**src/rtl/nhe_pkg.sv**
```systemverilog
package nhe_pkg;

   localparam int unsigned BYTE_W   = 8;
   localparam int unsigned COL_N    = 6;
   localparam int unsigned LINE_MAX = 16;
   localparam int unsigned WORD_W   = 32;

   // Column parities over one folded byte, C0 in bit 0.
   function automatic logic [COL_N-1:0] col_fold(input logic [BYTE_W-1:0] c);
      logic [COL_N-1:0] r;
      r[0] = c[0] ^ c[2] ^ c[4] ^ c[6];
      r[1] = c[1] ^ c[3] ^ c[5] ^ c[7];
      r[2] = c[0] ^ c[1] ^ c[4] ^ c[5];
      r[3] = c[2] ^ c[3] ^ c[6] ^ c[7];
      r[4] = c[0] ^ c[1] ^ c[2] ^ c[3];
      r[5] = c[4] ^ c[5] ^ c[6] ^ c[7];
      return r;
   endfunction

endpackage

```
**src/rtl/nhe_byte_cnt.sv**
```systemverilog
module nhe_byte_cnt #(
   parameter int unsigned BLOCK_BYTES = 256,
   localparam int unsigned IDX_W = $clog2(BLOCK_BYTES),
   localparam int unsigned CNT_W = IDX_W + 1
) (
   input  logic             clk,
   input  logic             rst_n,
   input  logic             stb,
   input  logic             clr,
   output logic             take,
   output logic [IDX_W-1:0] idx,
   output logic             full
);

   localparam logic [CNT_W-1:0] LIMIT = CNT_W'(BLOCK_BYTES);

   logic [CNT_W-1:0] cnt_q;

   assign full = (cnt_q == LIMIT);
   assign take = stb & (clr | ~full);
   assign idx  = clr ? '0 : cnt_q[IDX_W-1:0];

   always_ff @(posedge clk or negedge rst_n) begin
      if (!rst_n) begin
         cnt_q <= '0;
      end else if (clr) begin
         cnt_q <= CNT_W'(stb);
      end else if (take) begin
         cnt_q <= cnt_q + 1'b1;
      end
   end

   AST_CLEAR_RESTART: assert property (@(posedge clk) disable iff (!rst_n)
      clr |=> cnt_q == CNT_W'($past(stb)));
   AST_COUNT_STEP: assert property (@(posedge clk) disable iff (!rst_n)
      (!clr && stb && !full) |=> cnt_q == $past(cnt_q) + 1'b1);
   AST_SATURATE: assert property (@(posedge clk) disable iff (!rst_n)
      (full && !clr) |=> full);

endmodule

```
**src/rtl/nhe_line_acc.sv**
```systemverilog
module nhe_line_acc #(
   parameter int unsigned IDX_W = 8
) (
   input  logic             clk,
   input  logic             rst_n,
   input  logic             clr,
   input  logic             take,
   input  logic [IDX_W-1:0] idx,
   input  logic             bpar,
   output logic [IDX_W-1:0] lp_lo,
   output logic [IDX_W-1:0] lp_hi
);

   generate
      for (genvar k = 0; k < IDX_W; k++) begin : g_bit
         logic hit_lo, hit_hi;
         assign hit_lo = take & bpar & ~idx[k];
         assign hit_hi = take & bpar &  idx[k];

         always_ff @(posedge clk or negedge rst_n) begin
            if (!rst_n) begin
               lp_lo[k] <= 1'b0;
               lp_hi[k] <= 1'b0;
            end else if (clr) begin
               lp_lo[k] <= hit_lo;
               lp_hi[k] <= hit_hi;
            end else begin
               lp_lo[k] <= lp_lo[k] ^ hit_lo;
               lp_hi[k] <= lp_hi[k] ^ hit_hi;
            end
         end
      end
   endgenerate

endmodule

```
**src/rtl/nhe_col_acc.sv**
```systemverilog
module nhe_col_acc
   import nhe_pkg::*;
(
   input  logic              clk,
   input  logic              rst_n,
   input  logic              clr,
   input  logic              take,
   input  logic [BYTE_W-1:0] din,
   output logic [BYTE_W-1:0] col,
   output logic [COL_N-1:0]  cp
);

   logic [BYTE_W-1:0] gated;
   assign gated = take ? din : '0;

   always_ff @(posedge clk or negedge rst_n) begin
      if (!rst_n) begin
         col <= '0;
      end else if (clr) begin
         col <= gated;
      end else begin
         col <= col ^ gated;
      end
   end

   assign cp = col_fold(col);

endmodule

```
**src/rtl/nhe_pack.sv**
```systemverilog
module nhe_pack
   import nhe_pkg::*;
#(
   parameter int unsigned IDX_W = 8
) (
   input  logic [IDX_W-1:0] lp_lo,
   input  logic [IDX_W-1:0] lp_hi,
   input  logic [COL_N-1:0] cp,
   output logic [WORD_W-1:0] word
);

   logic [LINE_MAX-1:0] lp;

   generate
      for (genvar k = 0; k < LINE_MAX / 2; k++) begin : g_line
         if (k < IDX_W) begin : g_used
            assign lp[2*k]   = lp_lo[k];
            assign lp[2*k+1] = lp_hi[k];
         end else begin : g_pad
            assign lp[2*k]   = 1'b0;
            assign lp[2*k+1] = 1'b0;
         end
      end
   endgenerate

   assign word = {8'h00, ~lp[7:0], ~lp[15:8], ~cp, 2'b11};

endmodule

```
**src/rtl/smc_hamming_ecc.sv**
```systemverilog
module smc_hamming_ecc
   import nhe_pkg::*;
#(
   parameter int unsigned BLOCK_BYTES = 256,
   parameter int unsigned DATA_W      = 8,
   localparam int unsigned IDX_W      = $clog2(BLOCK_BYTES)
) (
   input  logic        clk,
   input  logic        rst_n,
   input  logic        byte_stb_i,
   input  logic [7:0]  byte_i,
   input  logic        ecc_clr_i,
   output logic [31:0] ecc_word_o
);

   localparam logic [WORD_W-1:0] EMPTY_WORD = 32'h00FF_FFFF;

   generate
      if (DATA_W != BYTE_W) begin : g_bad_width
         $error("smc_hamming_ecc: DATA_W must be 8");
      end
      if (BLOCK_BYTES < 2 || BLOCK_BYTES > 256 ||
          (BLOCK_BYTES & (BLOCK_BYTES - 1)) != 0) begin : g_bad_block
         $error("smc_hamming_ecc: BLOCK_BYTES must be a power of two from 2 to 256");
      end
   endgenerate

   logic             take, full;
   logic [IDX_W-1:0] idx;
   logic [IDX_W-1:0] lp_lo, lp_hi;
   logic [7:0]       col;
   logic [COL_N-1:0] cp;
   logic             bpar;

   assign bpar = ^byte_i;

   nhe_byte_cnt #(.BLOCK_BYTES(BLOCK_BYTES)) u_cnt (
      .clk  (clk),
      .rst_n(rst_n),
      .stb  (byte_stb_i),
      .clr  (ecc_clr_i),
      .take (take),
      .idx  (idx),
      .full (full)
   );

   nhe_line_acc #(.IDX_W(IDX_W)) u_line (
      .clk  (clk),
      .rst_n(rst_n),
      .clr  (ecc_clr_i),
      .take (take),
      .idx  (idx),
      .bpar (bpar),
      .lp_lo(lp_lo),
      .lp_hi(lp_hi)
   );

   nhe_col_acc u_col (
      .clk  (clk),
      .rst_n(rst_n),
      .clr  (ecc_clr_i),
      .take (take),
      .din  (byte_i),
      .col  (col),
      .cp   (cp)
   );

   nhe_pack #(.IDX_W(IDX_W)) u_pack (
      .lp_lo(lp_lo),
      .lp_hi(lp_hi),
      .cp   (cp),
      .word (ecc_word_o)
   );

   AST_CLEAR_EMPTY: assert property (@(posedge clk) disable iff (!rst_n)
      (ecc_clr_i && !byte_stb_i) |=> ecc_word_o == EMPTY_WORD);
   AST_FULL_HOLD: assert property (@(posedge clk) disable iff (!rst_n)
      (full && !ecc_clr_i) |=> $stable(ecc_word_o));
   AST_IDLE_STABLE: assert property (@(posedge clk) disable iff (!rst_n)
      (!byte_stb_i && !ecc_clr_i) |=> $stable(ecc_word_o));
   AST_PARITY_AGREE: assert property (@(posedge clk) disable iff (!rst_n)
      (^col) == (lp_lo[0] ^ lp_hi[0]));

endmodule

```
**config.mk**
```make
export PLATFORM = sky130hd
export DESIGN_NAME = smc_hamming_ecc
export DESIGN_NICKNAME = d
export VERILOG_FILES = /design/src/rtl/nhe_pkg.sv /design/src/rtl/nhe_byte_cnt.sv /design/src/rtl/nhe_line_acc.sv /design/src/rtl/nhe_col_acc.sv /design/src/rtl/nhe_pack.sv /design/src/rtl/smc_hamming_ecc.sv
export SDC_FILE = /design/constraint.sdc
export NUM_CORES = 1
export LEC_CHECK = 0
export ABC_AREA = 1
export BUFFER_PORTS_ARGS = -buffer_cell sky130_fd_sc_hd__buf_2
export CAP_MARGIN = 20
export CORE_ASPECT_RATIO = 2
export CORE_MARGIN = 1.5
export CORE_UTILIZATION = 55
export DETAILED_ROUTE_END_ITERATION = 10
export PLACE_DENSITY = 0.8
export SYNTH_ARGS = -nofsm -noshare
export SYNTH_HDL_FRONTEND = slang
export SYNTH_HIERARCHICAL = 1
export SYNTH_SLANG_ARGS = --single-unit
```
**constraint.sdc**
```tcl
create_clock -name clk -period 2.1 [get_ports clk]
set_input_delay 0.315 -clock clk [delete_from_list [all_inputs] [get_ports clk]]
set_output_delay 0.315 -clock clk [all_outputs]
set_load 0.005 [all_outputs]
```
==> results of run 1 <==
-- metrics by stage --
| step | instances | total power [mW] | util, % |
|---|---|---|---|
| 6_report | 553 | 1.75 | 60.5 |
| 5_1_grt | 553 | 1.88 | 60.5 |
| 4_1_cts | 553 | 1.76 | 60.5 |
| 3_5_place_dp | 545 | 1.30 | 58.9 |
| 3_3_place_gp | 545 | 1.28 | 58.9 |
| 2_1_floorplan | 473 | 1.15 | - |
-- per-layer routing --
layer | track usage, % | wire length, µm
met5 | 0 | 0
met4 | 15.8 | 279
met2 | 48.2 | 3380
met1 | 23.0 | 2220
met3 | 4.97 | 196
-- critical path: stages, from the launching register on --
cell     delay (ns)
dfrtp_1        0.38
inv_1          0.08
ha_1           0.20
nand2_1        0.05
inv_1          0.04
nand2_1        0.09
nor2_4         0.04
nand2_2        0.08
nand2_2        0.05
inv_1          0.18
buf_4          0.21
nand2_1        0.08
xor2_1         0.16
-- final cells by class --
type                    count  area [µm²]
clock buffers               8        80.1
multi-input cells         331        1420
repair buffers             38         203
well taps                  57        71.3
flip-flops and latches     33         826
inverters                  86         323
fillers                   489        1900
-- sequential cells by signal, indices dropped and copies added, names as in the netlist --
signal and flops:
u_line/lp_hi 8, u_col/col 8, u_cnt/cnt_q 9, u_line/lp_lo 8
-- path summary, 6_finish.rpt --
| check | slack [ns] | to | from |
|---|---|---|---|
| min reg2reg | 0.55 | u_line/lp_lo[4] | u_line/lp_lo[4] |
| max | 0.33 | u_col/col[3] | u_cnt/cnt_q[0] |
| min in group clk | 0.31 | u_col/col[5] | byte_i[5] |
| max in group asynchronous | 1.54 | u_cnt/cnt_q[7] | rst_n |
| min | 0.08 | u_line/lp_lo[3] | rst_n |
| max reg2reg | 0.33 | u_col/col[3] | u_cnt/cnt_q[0] |
-- cells in the mapped netlist --
| cell type | instances |
|---|---|
| o21ai_0 | 3 |
| inv_1 | 81 |
| nand2_2 | 3 |
| inv_2 | 5 |
| or2_2 | 1 |
| nor2_2 | 10 |
| buf_2 | 3 |
| xnor2_1 | 2 |
| xnor2_2 | 1 |
| buf_4 | 14 |
| buf_6 | 6 |
| nand2_4 | 1 |
| o21ai_1 | 1 |
| nand3_1 | 30 |
| nor2_1 | 47 |
| dfrtp_1 | 33 |
| ha_1 | 2 |
| conb_1 | 2 |
| nor2_4 | 1 |
| xor2_1 | 8 |
| nand2_1 | 211 |
-- cell families after synthesis --
logic type	Yosys count	share of synthesized area (%)
fa+ha+maj	2	0.919
simple gates	304	45.1
flops	33	30.3
compound gates	4	0.735
other cells	2	0.276
buf+inv	109	18.8
xor+xnor	11	3.82
-- where the power goes --
part	leakage, nW	internal (mW)	total, mW	switching [mW]
Clock	0.0395	0.235	0.462	0.227
Combinational	1.14	0.196	0.517	0.322
Sequential	0.436	0.692	0.768	0.0755
==> results.yml, run 1 <==
place:
  dpl_cell_area_um2: 2840
  dp_hpwl_um: 4680
  dp_slack_ns: 0.352
  gp_congestion: 0.845
  portBuffers: 33
sta:
  fin_crit_sh_pct: 84.5
  timing.slew.headroom_pct: 50.9
  finClkSkew_ns: 0.00558
  tightest_slew_ns: 0.736
  setup_viol: 0
  max_freq_ghz: 0.564
  hold_slack_ns: 0.0781
  period_minus_slack_ns: 1.77
  tns_ns: 0
  drv_slew: 0
  hold_violations: 0
  timing.final.ws_setup_ns: 0.326
  rsz0062_at_grt: "false"
logic_synthesis:
  netlist_area_um2: 2720
  avgSynthCellArea_um2: 5.85
  netlist_top_cells_area: "dfrtp_1 (30%), nand2_1 (29%), inv_1 (11%), nor2_1 (6.5%), nand3_1 (5.5%)"
  synth_top_area_share_pct: 30.3
  synth_top_area_cell: "dfrtp_1"
  synth.distinct_cells: 21
  yosys_warnings: 6
  ys_ff_latch: 33
  synth_seq_area_share_pct: 30.3
  syn_inst: 465
power_and_ir_drop:
  peakVddDrop_mv: 0.515
  leakage_nw: 1.62
  power_density_nw_per_um2: 599
clocking:
  holdBufCountCts: 0
  cts_buffers: 5
  postCtsSetupBuffers: 0
  ctsRootBufferMaster: "clkbuf_8"
  cts_resized: 0
  cts_buffer_depth: 2
  cts_sinks: 33
  clk_latency_ns: 0.29
  cts.clk_slew.worst_paths_ns: 0.07
  cts_tree: "yes"
  h-tree-depth: 2
cells_and_area:
  mostFrequentLayoutCells: "nand2_1 (211), inv_1 (81), nor2_1 (47), buf_2 (33), dfrtp_1 (33)"
  drive_above_1_share_pct: 13.1
  nNetsFinal: 509
  final_common_cell: "nand2_1"
  diodes: 0
  syn_to_final_growth_pct: 7.22
  stdcell_area_um2: 2920
drt:
  final_antenna_net_count: 0
  drt_first_pass_iters: 4
  vias_per_cell: 4.77
  wl_per_cell_um: 11.0
  drc: 0
  drtIter0Drc: 79
  vias: 2640
  drt-total-wl_um: 6080
grt:
  grt_pass1_wl_um: 10200
  track_usage_pct: 25.4
  grt_max_degree: 34
  antenna_found_initial: 0
  grt-ovfl-total: 0
  grt_pass1_vias: 2462
worst_hold_path:
  hold_path.class: "input port to async pin"
floorplan:
  core_um2: 4820
  dieArea_um2: 5400
  ios: 44
  die_height_um: 102
  rows: 36
  initial_core_util_pct: 56.5
  die_w_um: 52.7
setup_path:
  crit_path_start_kind: "flop"
  cp.required_ns: 2.27
  cp-end-kind: "flop"
  cp.arrival_ns: 1.95
  path_class: "flop to flop"
  reg2regPathDepth: 12
  cp_max_fo: 10
run_status:
  outcome: "complete, no violations"
run:
  maxCapViolCount: 0
No activity file was read; power rests on OpenSTA's default activity.
==> run 2, diff against run 1 <==
- clock period: 2.1 -> 1.81 ns (I/O delays scaled with it)
==> results.yml, run 2 (synthesis gave the netlist of run 1 again) <==
run_status:
  outcome: "finished with violations"
  violations: "setup timing"
floorplan:
  dieArea_um2: 5400
  core_um2: 4820
  die_height_um: 102
  ios: 44
  initial_core_util_pct: 56.5
  die_w_um: 52.7
  rows: 36
setup_path:
  cp_max_fo: 8
  cp-end-kind: "flop"
  cp.required_ns: 2.02
  cp.arrival_ns: 2.09
  crit_path_start_kind: "flop"
  path_class: "flop to flop"
grt:
  grt_max_degree: 34
  antenna_found_initial: 0
  grt_pass1_vias: 2456
  grt_pass1_wl_um: 10300
  track_usage_pct: 25.3
  grt-ovfl-total: 0
cells_and_area:
  diodes: 0
  multi_input_area_um2: 1510
  largest_register: "u_cnt/cnt_q"
  mostFrequentLayoutCells: "nand2_1 (203), inv_1 (77), nor2_1 (46), buf_2 (33), dfrtp_1 (33)"
  regArea_um2: 826
  stdcell_area_um2: 3100
  fillCellCount: 468
  syn_to_final_growth_pct: 13.9
  final_common_cell: "nand2_1"
  largest_reg_flops: 9
  nNetsFinal: 515
  drive_above_1_share_pct: 17.9
  finalNonFillerCells: 559
place:
  dpl_cell_area_um2: 2850
  dp_hpwl_um: 4680
  gp_congestion: 0.866
  dp_slack_ns: 0.0669
  dp.cells: 547
  portBuffers: 33
clocking:
  cts_buffer_depth: 2
  h-tree-depth: 2
  cts_sinks: 33
  ctsRootBufferMaster: "clkbuf_8"
  holdBufCountCts: 0
  cts.clk_slew.worst_paths_ns: 0.07
  cts_buffers: 5
  clk_latency_ns: 0.29
  cts_tree: "yes"
power_and_ir_drop:
  peakVddDrop_mv: 0.653
  leakage_nw: 1.68
  power_density_nw_per_um2: 731
sta:
  setup_viol: 20
  rsz0062_at_grt: "true"
  hold_violations: 0
  max_freq_ghz: 0.533
  fin_crit_sh_pct: 104
  tightest_slew_ns: 0.750
  timing.slew.headroom_pct: 50.0
  period_minus_slack_ns: 1.88
  finClkSkew_ns: 0.00835
  hold_slack_ns: 0.0451
  drv_slew: 0
  timing.final.ws_setup_ns: -0.0662
drt:
  vias: 2748
  final_antenna_net_count: 0
  drtIter0Drc: 79
  vias_per_cell: 4.92
  drc: 0
  drt_first_pass_iters: 4
  drt-total-wl_um: 6590
  wl_per_cell_um: 11.8
worst_hold_path:
  hold_path.class: "input port to async pin"
run:
  maxCapViolCount: 0
-- run 2: layout make-up --
type	instances	area share, %
Multi-Input combinational cell	332	48.5
Sequential cell	33	26.6
Inverter	86	10.5
Timing Repair Buffer	43	8.23
Clock buffer	7	2.78
Tap cell	57	2.30
Clock inverter	1	0.969
-- run 2: worst paths after layout --
path,from,to,slack (ns),depth (start not counted)
worst max-delay path,u_cnt/cnt_q[1],u_col/col[2],-0.07,12
worst min-delay path,rst_n,u_line/lp_lo[2],0.05,1
worst max register to register,u_cnt/cnt_q[1],u_col/col[2],-0.07,12
worst min register to register,u_line/lp_hi[0],u_line/lp_hi[0],0.55,3
max in group asynchronous,rst_n,u_cnt/cnt_q[2],1.27,1
min in group clk,byte_i[5],u_col/col[5],0.27,3
-- run 2: repair_timing --
action                                  CTS  global route
buffers inserted                          0             3
endpoints found under the setup margin    0            24
resized for setup                         0            27
-- run 2: worst max-delay path: stages (launching register included) --
cell and delay, ns:
dfrtp_1 0.40, inv_2 0.10, ha_4 0.14, nand2_2 0.04, inv_2 0.05, nand2_2 0.06, nor2_4 0.12, nand2_2 0.08
nand2_2 0.11, clkinvlp_4 0.25, buf_8 0.24, nand2_4 0.07, xor2_1 0.14
-- run 2: routing by layer --
layer | track usage (%) | vias up | share of wire [%]
li1 | - | 1399 | -
met1 | 24.6 | 1256 | 37
met2 | 49.0 | 77 | 57
met3 | 2.78 | 16 | 3.6
met4 | 13.2 | 0 | 2.8
met5 | 0 | - | 0
-- run 2: stage by stage --
stage	total power, mW	utilization, %	TNS, ns
after floorplan	1.33	-	0
after global routing	2.42	64.3	-2.72
final	2.27	64.3	-0.674
after CTS	2.23	61.6	0
after global placement	1.49	59.2	0
after detailed placement	1.50	59.2	0
-- run 2: power breakdown --
| part | internal, mW | switching (mW) | leakage, nW |
|---|---|---|---|
| sequential | 0.802 | 0.0843 | 0.436 |
| combinational | 0.251 | 0.404 | 1.19 |
| clock | 0.449 | 0.276 | 0.0585 |
| total | 1.50 | 0.765 | 1.68 |
==> run 3, diff against run 2 <==
- clock period: 1.81 -> 1.8 ns (I/O delays scaled with it)
==> results.yml, run 3 (synthesis gave the netlist of run 1 again) <==
run_status:
  outcome: "complete, no violations"
clocking:
  cts_buffer_depth: 2
  clk_latency_ns: 0.29
  cts_tree: "yes"
  cts_sinks: 33
  cts.clk_slew.worst_paths_ns: 0.07
  cts_buffers: 5
  h-tree-depth: 2
  holdBufCountCts: 0
  ctsRootBufferMaster: "clkbuf_8"
setup_path:
  reg2regPathDepth: 12
  r2r_start: "u_cnt/cnt_q[0]"
  rrSetupSlack_ns: 0.13
  cp_max_fo: 8
  crit_path_start_kind: "flop"
  cp-end-kind: "flop"
  path_class: "flop to flop"
  cp.required_ns: 1.98
  reg2reg_to: "u_col/col[7]"
  cp.arrival_ns: 1.85
sta:
  timing.slew.headroom_pct: 49.8
  drv_slew: 0
  tightest_slew_ns: 0.753
  hold_violations: 0
  fin_crit_sh_pct: 93.0
  max_freq_ghz: 0.598
  finClkSkew_ns: 0.00702
  setup_viol: 0
  hold_slack_ns: 0.0381
  timing.final.ws_setup_ns: 0.127
  period_minus_slack_ns: 1.67
drt:
  vias_per_cell: 4.83
  drtIter0Drc: 65
  drc: 0
  wl_per_cell_um: 11.2
  drt-total-wl_um: 6230
  drt_first_pass_iters: 4
  final_antenna_net_count: 0
  vias: 2683
place:
  dp_hpwl_um: 4740
  portBuffers: 33
  gp_congestion: 0.874
  dp_slack_ns: 0.0530
floorplan:
  ios: 44
  initial_core_util_pct: 56.5
  dieArea_um2: 5400
  core_um2: 4820
  die_height_um: 102
  rows: 36
  die_w_um: 52.7
power_and_ir_drop:
  swShare_pct: 36.1
  pwr-share-seq_pct: 43.6
  leakage_nw: 1.64
  combinationalPowerShare_pct: 29.9
  p_clk_share_pct: 26.5
  switchingPower_mw: 0.738
  peakVddDrop_mv: 0.611
  internal-power_mw: 1.31
  power_density_nw_per_um2: 694
grt:
  grt-ovfl-total: 0
  track_usage_pct: 25.4
  grt_pass1_vias: 2447
  grt_pass1_wl_um: 10200
  antenna_found_initial: 0
  grt_max_degree: 34
run:
  maxCapViolCount: 0
cells_and_area:
  diodes: 0
  drive_above_1_share_pct: 14.2
  mostFrequentLayoutCells: "nand2_1 (211), inv_1 (80), nor2_1 (47), buf_2 (33), dfrtp_1 (33)"
  largest_reg_flops: 9
  final_common_cell: "nand2_1"
  syn_to_final_growth_pct: 8.28
  fillCellCount: 478
  nNetsFinal: 512
  largest_register: "u_cnt/cnt_q"
worst_hold_path:
  hold_path.class: "input port to async pin"
-- run 3: timing repair --
action / CTS / global route
resized for setup: 0 / 2
endpoints found under the setup margin: 0 / 24
buffers inserted: 0 / 0
-- run 3: routing by layer --
layer	vias to the layer above	wire [µm]	GRT usage (%)
li1	1385	-	-
met1	1209	2250	23.4
met2	66	3400	46.9
met3	23	224	4.82
met4	0	355	18.3
met5	-	0	0
-- run 3: layout make-up --
| cell class | instances | area (µm²) | share of cell area (%) |
|---|---|---|---|
| timing repair buffer | 41 | 229 | 7.77 |
| clock inverter | 2 | 10.0 | 0.340 |
| multi-input combinational | 331 | 1420 | 48.0 |
| tap | 57 | 71.3 | 2.42 |
| inverter | 86 | 323 | 11.0 |
| clock buffer | 6 | 72.6 | 2.46 |
| sequential | 33 | 826 | 28.0 |
-- run 3: power by group through the flow --
stage               logic (mW)  registers, mW  clock network, mW
global route             0.711          0.904              0.588
detailed placement       0.610          0.905                  0
floorplan                0.467          0.874                  0
CTS                      0.612          0.891              0.561
global placement         0.593          0.902                  0
finish                   0.611          0.893              0.542
-- run 3: how the worst max path moves through the flow --
stage	startpoint	to	slack, ns
floorplan	u_cnt/cnt_q[0]	u_line/lp_lo[3]	0.16
global placement	u_cnt/cnt_q[0]	u_line/lp_hi[2]	0.12
detailed placement	u_cnt/cnt_q[0]	u_line/lp_hi[3]	0.05
CTS	u_cnt/cnt_q[0]	u_line/lp_hi[3]	0.04
global route	u_cnt/cnt_q[0]	u_line/lp_lo[0]	-0.003
finish	u_cnt/cnt_q[0]	u_col/col[7]	0.13
-- run 3: worst max-delay path: stages (launching register included) --
cell and delay (ns):
dfrtp_1 0.37, inv_1 0.08, ha_1 0.19, nand2_1 0.05, inv_1 0.03, nand2_1 0.09, nor2_4 0.04, nand2_2 0.08
nand2_2 0.07, inv_2 0.13, buf_4 0.18, nand2_1 0.08, xor2_1 0.16
-- run 3: stage by stage --
step                      total power, mW  util [%]  instances  setup TNS, ns  area, µm²
final                                2.05      61.1        556              0       2950
after global routing                 2.20      61.1        556       -0.00342       2950
after CTS                            2.06      61.1        556              0       2940
after detailed placement             1.51      59.3        548              0       2860
after global placement               1.50      59.3        548              0       2860
after floorplan                      1.34         -        473              0       2750
